**src/rtl/sio_pkg.sv**
```systemverilog
package sio_pkg;
  localparam int DIV_W = 16;
  localparam int MAX_DATA = 8;
  localparam int CHAR_W = MAX_DATA + 1;

  typedef enum logic [1:0] {
    MODE_NORMAL = 2'd0, MODE_ECHO = 2'd1, MODE_LOCAL = 2'd2, MODE_REMOTE = 2'd3
  } chanMode_e;

  typedef enum logic [2:0] {
    PAR_NONE = 3'd0, PAR_EVEN = 3'd1, PAR_ODD = 3'd2, PAR_ZERO = 3'd3, PAR_ONE = 3'd4
  } parMode_e;

  typedef struct packed {
    logic [1:0]       lenCode;
    parMode_e         parity;
    logic             multiDrop;
    chanMode_e        mode;
    logic [DIV_W-1:0] divisor;
  } cfg_t;

  // control -> datapath strobes
  typedef struct packed {
    logic              txLoad;
    logic [CHAR_W-1:0] txData;
    logic              brkStart;
    logic              brkStop;
  } strobe_t;

  // datapath -> control events
  typedef struct packed {
    logic              rxDone;
    logic [CHAR_W-1:0] rxData;
    logic              parErr;
    logic              frameErr;
    logic              rxBrk;
    logic              txHoldFree;
    logic              txIdle;
  } event_t;

  function automatic int dataBits(input logic [1:0] code);
    case (code)
      2'd0:    return 6;
      2'd1:    return 7;
      default: return 8;
    endcase
  endfunction

  function automatic logic parityOn(input parMode_e p);
    return (p == PAR_EVEN) || (p == PAR_ODD) || (p == PAR_ZERO) || (p == PAR_ONE);
  endfunction

  function automatic logic extraBit(input cfg_t c, input logic [CHAR_W-1:0] d, input int n);
    logic [MAX_DATA-1:0] masked;
    masked = d[MAX_DATA-1:0] & (8'hFF >> (MAX_DATA - n));
    if (c.multiDrop) return d[MAX_DATA];
    case (c.parity)
      PAR_EVEN: return ^masked;
      PAR_ODD:  return ~^masked;
      PAR_ONE:  return 1'b1;
      default:  return 1'b0;
    endcase
  endfunction
endpackage

```
**src/rtl/sio_datapath.sv**
```systemverilog
module sio_datapath
  import sio_pkg::*;
#(
  parameter int OSR = 16
) (
  input  logic    clk,
  input  logic    rstN,
  input  cfg_t    cfg,
  input  strobe_t strb,
  input  logic    rxd,
  output logic    txd,
  output event_t  evt
);
  localparam int SUB_W   = $clog2(OSR);
  localparam int FRAME_W = MAX_DATA + 3;
  localparam int IDX_W   = $clog2(FRAME_W + 1);
  localparam int MID     = OSR / 2;

  // baud tick at OSR times the bit rate
  logic [DIV_W-1:0] divCnt;
  logic tick;
  assign tick = (cfg.divisor != '0) && (divCnt == cfg.divisor - DIV_W'(1));
  always_ff @(posedge clk or negedge rstN)
    if (!rstN) divCnt <= '0;
    else if (tick || cfg.divisor == '0) divCnt <= '0;
    else divCnt <= divCnt + DIV_W'(1);

  // frame geometry
  int nData;
  logic hasExtra;
  logic [IDX_W-1:0] frameLen;
  always_comb begin
    nData    = dataBits(cfg.lenCode);
    hasExtra = cfg.multiDrop || parityOn(cfg.parity);
    frameLen = IDX_W'(nData + 2 + int'(hasExtra));
  end

  // transmitter
  logic [FRAME_W-1:0] txShift, txFrame;
  logic [IDX_W-1:0]   txLeft;
  logic [SUB_W-1:0]   txSub;
  logic [CHAR_W-1:0]  txHold;
  logic txFull, brkOn, lineOut, rxIn;

  always_comb begin
    txFrame    = '1;
    txFrame[0] = 1'b0;
    for (int i = 0; i < MAX_DATA; i++)
      if (i < nData) txFrame[i+1] = txHold[i];
    if (hasExtra) txFrame[nData+1] = extraBit(cfg, txHold, nData);
  end

  always_ff @(posedge clk or negedge rstN) begin
    if (!rstN) begin
      txShift <= '1; txLeft <= '0; txSub <= '0;
      txHold <= '0; txFull <= 1'b0; brkOn <= 1'b0;
    end else begin
      if (strb.brkStart) brkOn <= 1'b1;
      else if (strb.brkStop) brkOn <= 1'b0;
      if (strb.txLoad && !txFull) begin
        txHold <= strb.txData;
        txFull <= 1'b1;
      end
      if (txLeft == '0) begin
        if (txFull) begin
          txShift <= txFrame; txLeft <= frameLen; txSub <= '0; txFull <= 1'b0;
        end
      end else if (tick) begin
        txSub <= txSub + SUB_W'(1);
        if (txSub == SUB_W'(OSR - 1)) begin
          txShift <= {1'b1, txShift[FRAME_W-1:1]};
          txLeft  <= txLeft - IDX_W'(1);
        end
      end
    end
  end

  assign lineOut = brkOn ? 1'b0 : ((txLeft != '0) ? txShift[0] : 1'b1);
  assign evt.txHoldFree = !txFull;
  assign evt.txIdle = !txFull && (txLeft == '0);

  // channel-mode routing
  always_comb begin
    case (cfg.mode)
      MODE_ECHO:   begin txd = rxd;     rxIn = rxd;     end
      MODE_LOCAL:  begin txd = 1'b1;    rxIn = lineOut; end
      MODE_REMOTE: begin txd = rxd;     rxIn = 1'b1;    end
      default:     begin txd = lineOut; rxIn = rxd;     end
    endcase
  end

  // receiver
  typedef enum logic [1:0] {RX_IDLE, RX_BITS, RX_WAITHIGH} rxState_e;
  rxState_e rxState;
  logic sync1, sync2, samp1, samp2, majBit;
  logic [SUB_W-1:0]   rxSub;
  logic [IDX_W-1:0]   rxIdx;
  logic [FRAME_W-1:0] rxBits, rxCur;
  logic [MAX_DATA-1:0] rxD;
  logic extraRx, stopRx, lastBit;
  logic rxDoneQ, parErrQ, frameErrQ, rxBrkQ;
  logic [CHAR_W-1:0] rxDataQ;

  assign majBit  = (samp1 & samp2) | (samp1 & sync2) | (samp2 & sync2);
  assign lastBit = (rxIdx == frameLen - IDX_W'(1));

  always_comb begin
    rxCur = rxBits;
    rxCur[rxIdx] = majBit;
    for (int i = 0; i < MAX_DATA; i++) rxD[i] = (i < nData) ? rxCur[i+1] : 1'b0;
    extraRx = rxCur[nData+1];
    stopRx  = rxCur[frameLen - IDX_W'(1)];
  end

  always_ff @(posedge clk or negedge rstN) begin
    if (!rstN) begin
      sync1 <= 1'b1; sync2 <= 1'b1; samp1 <= 1'b1; samp2 <= 1'b1;
      rxState <= RX_IDLE; rxSub <= '0; rxIdx <= '0; rxBits <= '0;
      rxDoneQ <= 1'b0; parErrQ <= 1'b0; frameErrQ <= 1'b0; rxBrkQ <= 1'b0; rxDataQ <= '0;
    end else begin
      sync1 <= rxIn; sync2 <= sync1;
      rxDoneQ <= 1'b0; rxBrkQ <= 1'b0;
      if (tick) begin
        case (rxState)
          RX_IDLE: if (!sync2) begin
            rxState <= RX_BITS; rxSub <= SUB_W'(1); rxIdx <= '0; rxBits <= '0;
          end
          RX_BITS: begin
            rxSub <= rxSub + SUB_W'(1);
            if (rxSub == SUB_W'(MID - 1)) samp1 <= sync2;
            if (rxSub == SUB_W'(MID)) samp2 <= sync2;
            if (rxSub == SUB_W'(OSR - 1)) rxIdx <= rxIdx + IDX_W'(1);
            if (rxSub == SUB_W'(MID + 1)) begin
              if (rxIdx == '0 && majBit) rxState <= RX_IDLE;
              else begin
                rxBits[rxIdx] <= majBit;
                if (lastBit) begin
                  if (rxCur == '0) begin
                    rxBrkQ <= 1'b1; rxState <= RX_WAITHIGH;
                  end else begin
                    rxDoneQ   <= 1'b1;
                    rxDataQ   <= {cfg.multiDrop & extraRx, rxD};
                    frameErrQ <= !stopRx;
                    parErrQ   <= !cfg.multiDrop && parityOn(cfg.parity) &&
                                 (extraRx != extraBit(cfg, {1'b0, rxD}, nData));
                    rxState   <= RX_IDLE;
                  end
                end
              end
            end
          end
          default: if (sync2) rxState <= RX_IDLE;
        endcase
      end
    end
  end

  assign evt.rxDone   = rxDoneQ;
  assign evt.rxData   = rxDataQ;
  assign evt.parErr   = parErrQ;
  assign evt.frameErr = frameErrQ;
  assign evt.rxBrk    = rxBrkQ;
endmodule

```
**src/rtl/sio_ctrl.sv**
```systemverilog
module sio_ctrl
  import sio_pkg::*;
#(
  parameter int RESET_DIV = 1,
  parameter int ADDR_W = 3,
  parameter int BUS_W = 16
) (
  input  logic              clk,
  input  logic              rstN,
  input  logic              wrEn,
  input  logic [ADDR_W-1:0] addr,
  input  logic [BUS_W-1:0]  wrData,
  input  logic              rdEn,
  input  event_t            evt,
  output cfg_t              cfg,
  output strobe_t           strb,
  output logic [BUS_W-1:0]  rdData,
  output logic [7:0]        statusVec,
  output logic              irq
);
  localparam logic [ADDR_W-1:0] A_CFG  = ADDR_W'(0);
  localparam logic [ADDR_W-1:0] A_BAUD = ADDR_W'(1);
  localparam logic [ADDR_W-1:0] A_DATA = ADDR_W'(2);
  localparam logic [ADDR_W-1:0] A_CMD  = ADDR_W'(3);
  localparam logic [ADDR_W-1:0] A_IER  = ADDR_W'(4);

  logic [7:0] ier;
  logic [CHAR_W-1:0] rxHold;
  logic rxReady, overrun, frameErr, parErr, brkFlag, popRx, clrStat;

  assign popRx   = rdEn && (addr == A_DATA);
  assign clrStat = wrEn && (addr == A_CMD) && wrData[0];
  assign strb.txLoad   = wrEn && (addr == A_DATA) && evt.txHoldFree;
  assign strb.txData   = wrData[CHAR_W-1:0];
  assign strb.brkStart = wrEn && (addr == A_CMD) && wrData[1];
  assign strb.brkStop  = wrEn && (addr == A_CMD) && wrData[2];

  always_ff @(posedge clk or negedge rstN) begin
    if (!rstN) begin
      cfg <= '{lenCode: 2'd2, parity: PAR_NONE, multiDrop: 1'b0, mode: MODE_NORMAL,
               divisor: DIV_W'(RESET_DIV)};
      ier <= '0;
    end else if (wrEn) begin
      case (addr)
        A_CFG: begin
          cfg.lenCode   <= wrData[1:0];
          cfg.parity    <= parMode_e'(wrData[4:2]);
          cfg.multiDrop <= wrData[5];
          cfg.mode      <= chanMode_e'(wrData[7:6]);
        end
        A_BAUD:  cfg.divisor <= wrData[DIV_W-1:0];
        A_IER:   ier <= wrData[7:0];
        default: ;
      endcase
    end
  end

  always_ff @(posedge clk or negedge rstN) begin
    if (!rstN) begin
      rxHold <= '0; rxReady <= 1'b0; overrun <= 1'b0;
      frameErr <= 1'b0; parErr <= 1'b0; brkFlag <= 1'b0;
    end else begin
      if (clrStat) begin
        overrun <= 1'b0; frameErr <= 1'b0; parErr <= 1'b0; brkFlag <= 1'b0;
      end
      if (popRx) rxReady <= 1'b0;
      if (evt.rxDone) begin
        rxHold  <= evt.rxData;
        rxReady <= 1'b1;
        if (rxReady && !popRx) overrun <= 1'b1;
        if (evt.parErr) parErr <= 1'b1;
        if (evt.frameErr) frameErr <= 1'b1;
      end
      if (evt.rxBrk) brkFlag <= 1'b1;
    end
  end

  assign statusVec = {rxReady & rxHold[CHAR_W-1], brkFlag, parErr, frameErr, overrun,
                      evt.txIdle, evt.txHoldFree, rxReady};
  assign irq = |(statusVec & ier);

  always_comb begin
    case (addr)
      A_CFG:   rdData = BUS_W'(statusVec);
      A_BAUD:  rdData = BUS_W'(cfg.divisor);
      A_DATA:  rdData = BUS_W'(rxHold);
      A_IER:   rdData = BUS_W'(ier);
      default: rdData = '0;
    endcase
  end
endmodule

```
**src/rtl/sio_uart.sv**
```systemverilog
module sio_uart
  import sio_pkg::*;
(
  input  logic        clk,
  input  logic        rstN,
  input  logic        wrEn,
  input  logic [2:0]  addr,
  input  logic [15:0] wrData,
  input  logic        rdEn,
  output logic [15:0] rdData,
  input  logic        rxd,
  output logic        txd,
  output logic        irq
);
  cfg_t    cfg;
  strobe_t strb;
  event_t  evt;
  logic [7:0] statusVec;

  sio_ctrl #(.RESET_DIV(1), .ADDR_W(3), .BUS_W(16)) u_ctrl (
    .clk(clk), .rstN(rstN), .wrEn(wrEn), .addr(addr), .wrData(wrData), .rdEn(rdEn),
    .evt(evt), .cfg(cfg), .strb(strb), .rdData(rdData), .statusVec(statusVec), .irq(irq)
  );

  sio_datapath #(.OSR(16)) u_dp (
    .clk(clk), .rstN(rstN), .cfg(cfg), .strb(strb), .rxd(rxd), .txd(txd), .evt(evt)
  );
endmodule

```
**config.mk**
```make
export PLATFORM = sky130hd
export DESIGN_NAME = sio_uart
export DESIGN_NICKNAME = d
export VERILOG_FILES = /design/src/rtl/sio_pkg.sv /design/src/rtl/sio_datapath.sv /design/src/rtl/sio_ctrl.sv /design/src/rtl/sio_uart.sv
export SDC_FILE = /design/constraint.sdc
export NUM_CORES = 1
export LEC_CHECK = 0
export ABC_AREA = 1
export BUFFER_PORTS_ARGS = -buffer_cell sky130_fd_sc_hd__buf_2
export CORE_MARGIN = 3
export CORE_UTILIZATION = 45
export CTS_CLUSTER_DIAMETER = 200
export DETAILED_ROUTE_END_ITERATION = 10
export PLACE_DENSITY = 0.6
export REMOVE_ABC_BUFFERS = 1
export SETUP_SLACK_MARGIN = 0.05
export SLEW_MARGIN = 15
export SYNTH_ARGS = -nofsm -noshare
export SYNTH_HDL_FRONTEND = slang
export SYNTH_HIERARCHICAL = 1
export SYNTH_SLANG_ARGS = --single-unit
```
**constraint.sdc**
```tcl
create_clock -name clk -period 7.55 [get_ports clk]
set_input_delay 1.51 -clock clk [delete_from_list [all_inputs] [get_ports clk]]
set_output_delay 1.51 -clock clk [all_outputs]
set_load 0.1 [all_outputs]
```
==> out/metrics.cfg, run 1 <==
[status]
outcome=completed

[route]
wl_met2_mm=9.95
num_vias=7456
drt-initial-drc-count=424
drc=0
routed_wl_mm=20.8
viasPerCell=4.98
route.met3.wl_um=716
wl_per_cell_um=13.9
drtAntennaViolNets=0
top_layer=met4
dr.pass1.iters=5
wl_met1_mm=9.87

[clock_tree]
post_cts_resized=0
cts_buffers=17
cts_setup_buffers=0
hold_buffers=0
clk_pin_slew_ns=0.07
cts_tree=built
cts.htree.levels=4
clk_root_buffer_cell=clkbuf_16
clock_path_buffers=2
clock_latency_ns=0.43
cts_sinks=130

[sta]
tightest_slew_ns=0.879
setup_viol=0
finalMaxSlewViolations=0
finalCritPeriodShare_pct=61.3
hold_violations=0
rsz0062_at_grt=no
max_freq_ghz=0.216
tns_ns=0
fin_hold_ws_ns=0.390
finalClockSkew_ns=0.0165
relSlewSlack_pct=41.4
timing.final.crit_period_ns=4.63

[floorplan]
dieArea_sq_um=20300
io-pin-count=42
coreArea_sq_um=18100
start_util_pct=46.3
die_w_um=142
die_y_um=142
core.rowCount=49

[run]
drv_cap=0

[setup_path]
timing.critical_path.mode_cell=buf_2
slowest_delay_ns=0.59
critPathKind=primary input to primary output
crit_family=simple AND/OR/NAND/NOR gates
crit_path_max_fanout=12
crit_buf_inv=2
cp-end-kind=primary output
crit_arrival_ns=3.12
cp.required_ns=6.04
slowest_stage=nor2_1
start_kind=primary input
crit_chain=buf_2, nor2_1, nand2_1, o21ai_0, buf_2

[logic_synthesis]
yosys_warnings=6
avgSynthCellArea_sq_um=6.79
syn_area_sq_um=8370
synthCells=1233

[grt]
grt_antenna_before_repair=0
grt_max_degree=68
grt-ovfl-total=0
grt_pass1_wl_mm=35.0
grt_pass1_vias=6888
grt_use_total_pct=21.6

[power_and_ir_drop]
vdd_ir_drop_max_mv=0.143
p_leak_nw=4.85
power.density_nw_per_um2=260
fin_total_pwr_mw=2.40

[placement]
dpl.hpwl_mm=15.5
io_buffers=41
gp_congestion=0.863

[finish]
syn_to_final_growth_pct=10.3
drive_gt1_share_pct=11.4
diodes=0
nets=1293

[hold_path]
hold_path_class=register to register

==> stage by stage <==
stage | cell area (sq um) | utilization, % | worst slack [ns] | std cells
floorplan | 8120 | - | 1.90 | 1191
global placement | 8650 | 47.8 | 2.93 | 1465
detailed placement | 8650 | 47.8 | 2.95 | 1465
CTS | 9230 | 51.0 | 2.95 | 1497
global route | 9230 | 51.0 | 2.84 | 1497
finish | 9230 | 51.0 | 2.92 | 1497
==> report_power, final <==
part | total [mW] | internal, mW | switching [mW]
registers | 0.896 | 0.789 | 0.107
clock network | 0.807 | 0.441 | 0.366
logic | 0.699 | 0.228 | 0.471
total | 2.40 | 1.46 | 0.944
==> final timing paths <==
path	start	endpoint	slack, ns	depth (start not counted)
setup reg to reg	u_ctrl/cfg[19]$_DFFE_PN0P_	u_dp/frameErrQ$_DFFE_PN0P_	3.92	19
max in group asynchronous	rstN	u_dp/txLeft[3]$_DFFE_PN0P_	5.19	2
hold reg to reg	u_dp/sync1$_DFF_PN1_	u_dp/sync2$_DFF_PN1_	0.39	0
hold / removal	u_dp/sync1$_DFF_PN1_	u_dp/sync2$_DFF_PN1_	0.39	0
min in group asynchronous	rstN	u_dp/divCnt[2]$_DFF_PN0_	1.07	1
setup / recovery	addr[2]	rdData[8]	2.92	5
==> layer usage <==
layer	vias to the layer above	track usage, %
met5	-	0
met4	0	6.40
met3	21	3.86
met2	129	35.5
met1	3412	29.4
li1	3894	-
==> area by class of cell <==
cell class,instances,area (sq um)
Fill cell,1815,8860
Multi-Input combinational cell,906,4260
Sequential cell,130,3270
Inverter,155,582
Clock buffer,17,425
Tap cell,229,287
Timing Repair Buffer,45,241
Clock inverter,15,156
==> layout by cell type, fill, tap and decap left out, types with 5 or more instances in the layout <==
cell type	n
nand2_1	476
inv_1	147
dfrtp_1	113
nand3_1	111
nor2_1	103
o21ai_0	41
buf_2	40
o21ai_1	29
clkbuf_16	17
dfstp_2	17
nor3_1	16
nand4_1	14
ha_1	14
a21oi_1	13
xor2_1	13
nor2_2	11
xnor2_1	9
nand3_2	7
nand2_2	6
inv_6	5
inv_8	5
nand3b_1	5
==> sequential cells by signal, summed over array words and instances, names as in the netlist, 8 cells and up <==
register / cells
u_ctrl/cfg: 24
u_dp/divCnt: 16
u_dp/rxBits: 11
u_dp/txShift: 11
u_ctrl/rxHold: 9
u_dp/rxDataQ: 9
u_dp/txHold: 9
u_ctrl/ier: 8
Note: power is estimated with default switching activity, not from simulation.
==> inputs of run 2 (changes only) <==
==> constraint.sdc (replaced) <==
create_clock -name clk -period 4.7 [get_ports clk]
set_input_delay 0.94 -clock clk [delete_from_list [all_inputs] [get_ports clk]]
set_output_delay 0.94 -clock clk [all_outputs]
set_load 0.1 [all_outputs]
==> out/metrics.cfg, run 2 (same netlist as run 1, synthesis figures left out) <==
[setup_path]
slowest_delay_ns=0.42  ; -0.17 ns
crit_arrival_ns=2.51  ; -0.61 ns
crit_buf_inv=3  ; +1
ff2ff_path_depth=19  ; unchanged
worstSetupStartpoint=u_dp/txLeft[0]$_DFFE_PN0P_
path_depth=11  ; +6
critPathKind=register to primary output
crit_path_max_fanout=5  ; -7
cp-end-kind=primary output
cp.required_ns=3.76  ; -2.28 ns
slowest_stage=buf_2
crit_chain=inv_1, ha_1, nand2_1, nor2_1, inv_1, nor2_1, nand2_1, nand3_1, nor2_1, nand2_1, buf_2
start_kind=register
rr_startpoint=u_ctrl/cfg[19]$_DFFE_PN0P_
crit_family=simple AND/OR/NAND/NOR gates

[placement]
io_buffers=41  ; unchanged
dpl.hpwl_mm=15.4  ; -0.53%
pre_cts_slack_ns=1.28  ; -1.67 ns
gp_congestion=0.903  ; +4.6%

[sta]
finalMaxSlewViolations=0  ; unchanged
timing.final.crit_period_ns=3.45
setup_viol=0  ; unchanged
tns_ns=0  ; unchanged
relSlewSlack_pct=53.4  ; +12 points
tightest_slew_ns=0.695  ; -0.184 ns
hold_violations=0  ; unchanged
setup_slack_ns=1.25  ; -1.67 ns
finalCritPeriodShare_pct=73.4
max_freq_ghz=0.290
finalClockSkew_ns=0.0120  ; -0.00453 ns
rsz0062_at_grt=no

[route]
drc=0  ; unchanged
viasPerCell=4.92  ; -1.2%
dr.pass1.iters=5  ; unchanged
wl_per_cell_um=13.6  ; -2.1%
drtAntennaViolNets=0  ; unchanged
routed_wl_mm=20.4  ; -2.1%
drt-initial-drc-count=465  ; +9.7%
num_vias=7368  ; -1.2%

[finish]
nets=1294  ; +0.077%
largest_reg_flops=24  ; unchanged
top_register=u_ctrl/cfg
syn_to_final_growth_pct=10.1
fillers=1866  ; +2.8%
final_cell_mix=nand2_1 (476), inv_1 (147), dfrtp_1 (113)
drive_gt1_share_pct=11.4  ; +0.070 points
ff_latch_area_sq_um=3270  ; unchanged
fin_util_pct=50.9  ; -0.090 points
layout_commonest_cell=nand2_1
reg_top3=u_ctrl/cfg x24, u_dp/divCnt x16
multi_input_area_sq_um=4260  ; unchanged
diodes=0  ; unchanged

[floorplan]
coreArea_sq_um=18100  ; unchanged
die_w_um=142  ; unchanged
dieArea_sq_um=20300  ; unchanged
die_y_um=142  ; unchanged
core.rowCount=49  ; unchanged
io-pin-count=42  ; unchanged
start_util_pct=46.3  ; unchanged

[clock_tree]
cts_sinks=130  ; unchanged
clk_pin_slew_ns=0.06  ; about the same
post_cts_resized=0  ; unchanged
clock_latency_ns=0.43  ; about the same
clock_path_buffers=2  ; unchanged
clk_root_buffer_cell=clkbuf_16
cts.htree.levels=4  ; unchanged
cts_tree=built
cts_buffers=17  ; unchanged
hold_buffers=0  ; unchanged
cts_setup_buffers=0  ; unchanged

[power_and_ir_drop]
p_leak_nw=4.85  ; about the same
vdd_ir_drop_max_mv=0.263  ; +84%
fin_total_pwr_mw=3.81  ; +59%
power.density_nw_per_um2=414  ; +59%

[grt]
grt_pass1_wl_mm=34.0  ; -2.8%
grt_pass1_vias=6814  ; -1.1%
grt_use_total_pct=21.0  ; -0.56 points
grt-ovfl-total=0  ; unchanged
grt_max_degree=70  ; +2.9%
grt_antenna_before_repair=0  ; unchanged

[hold_path]
timing.hold.worst.start=u_dp/sync1$_DFF_PN1_
hold_path_class=register to register
hold_depth=0  ; unchanged

[status]
outcome=completed

[run]
drv_cap=0  ; unchanged

==> run 2: stage by stage <==
stage / hold WS [ns] / area (sq um) / std cells
finish: 0.389 / 9210 / 1498
global route: 0.399 / 9210 / 1498
CTS: 0.396 / 9210 / 1498
detailed placement: 0.385 / 8650 / 1466
global placement: 0.386 / 8650 / 1466
floorplan: 0.345 / 8120 / 1191
==> run 2: final cells by class <==
cell class | count | share of cell area (%)
multi-input combinational | 906 | 46.3
clock buffer | 18 | 4.77
clock inverter | 14 | 1.29
timing repair buffer | 46 | 2.70
tap | 229 | 3.11
inverter | 155 | 6.32
sequential | 130 | 35.5
==> run 2: worst reg2reg max path, stage by stage (launching register included) <==
cell	delay [ns]
dfrtp_1	0.40
nor2_1	0.17
xor2_1	0.15
inv_1	0.06
nor2_1	0.08
inv_1	0.06
ha_1	0.51
inv_1	0.16
ha_1	0.27
inv_1	0.07
nand2_1	0.07
nand2_1	0.09
xor2_1	0.14
nand2_1	0.08
nor3_1	0.29
nand3_2	0.39
inv_1	0.17
nand2_1	0.06
nand2_1	0.05
inv_1	0.03
==> run 2: power by group <==
group          internal (mW)  switching (mW)  total (mW)
Sequential              1.27           0.169        1.44
Combinational          0.365           0.745        1.11
Clock                  0.704           0.560        1.26
==> run 2: final timing paths <==
path / endpoint / slack [ns]
setup reg to reg: u_dp/frameErrQ$_DFFE_PN0P_ / 1.30
min in group asynchronous: u_dp/divCnt[2]$_DFF_PN0_ / 0.50
hold reg to reg: u_dp/sync2$_DFF_PN1_ / 0.39
setup / recovery: irq / 1.25
max in group asynchronous: u_dp/txShift[10]$_DFFE_PN1P_ / 3.27
hold / removal: u_dp/sync2$_DFF_PN1_ / 0.39
==> run 2: routing by layer <==
layer | vias up | part of all wire, % | global-route usage (%)
met5 | - | 0 | 0
met4 | 0 | 1.4 | 6.55
met3 | 23 | 2.5 | 3.63
met2 | 87 | 48 | 34.8
met1 | 3364 | 49 | 28.3
li1 | 3894 | - | -
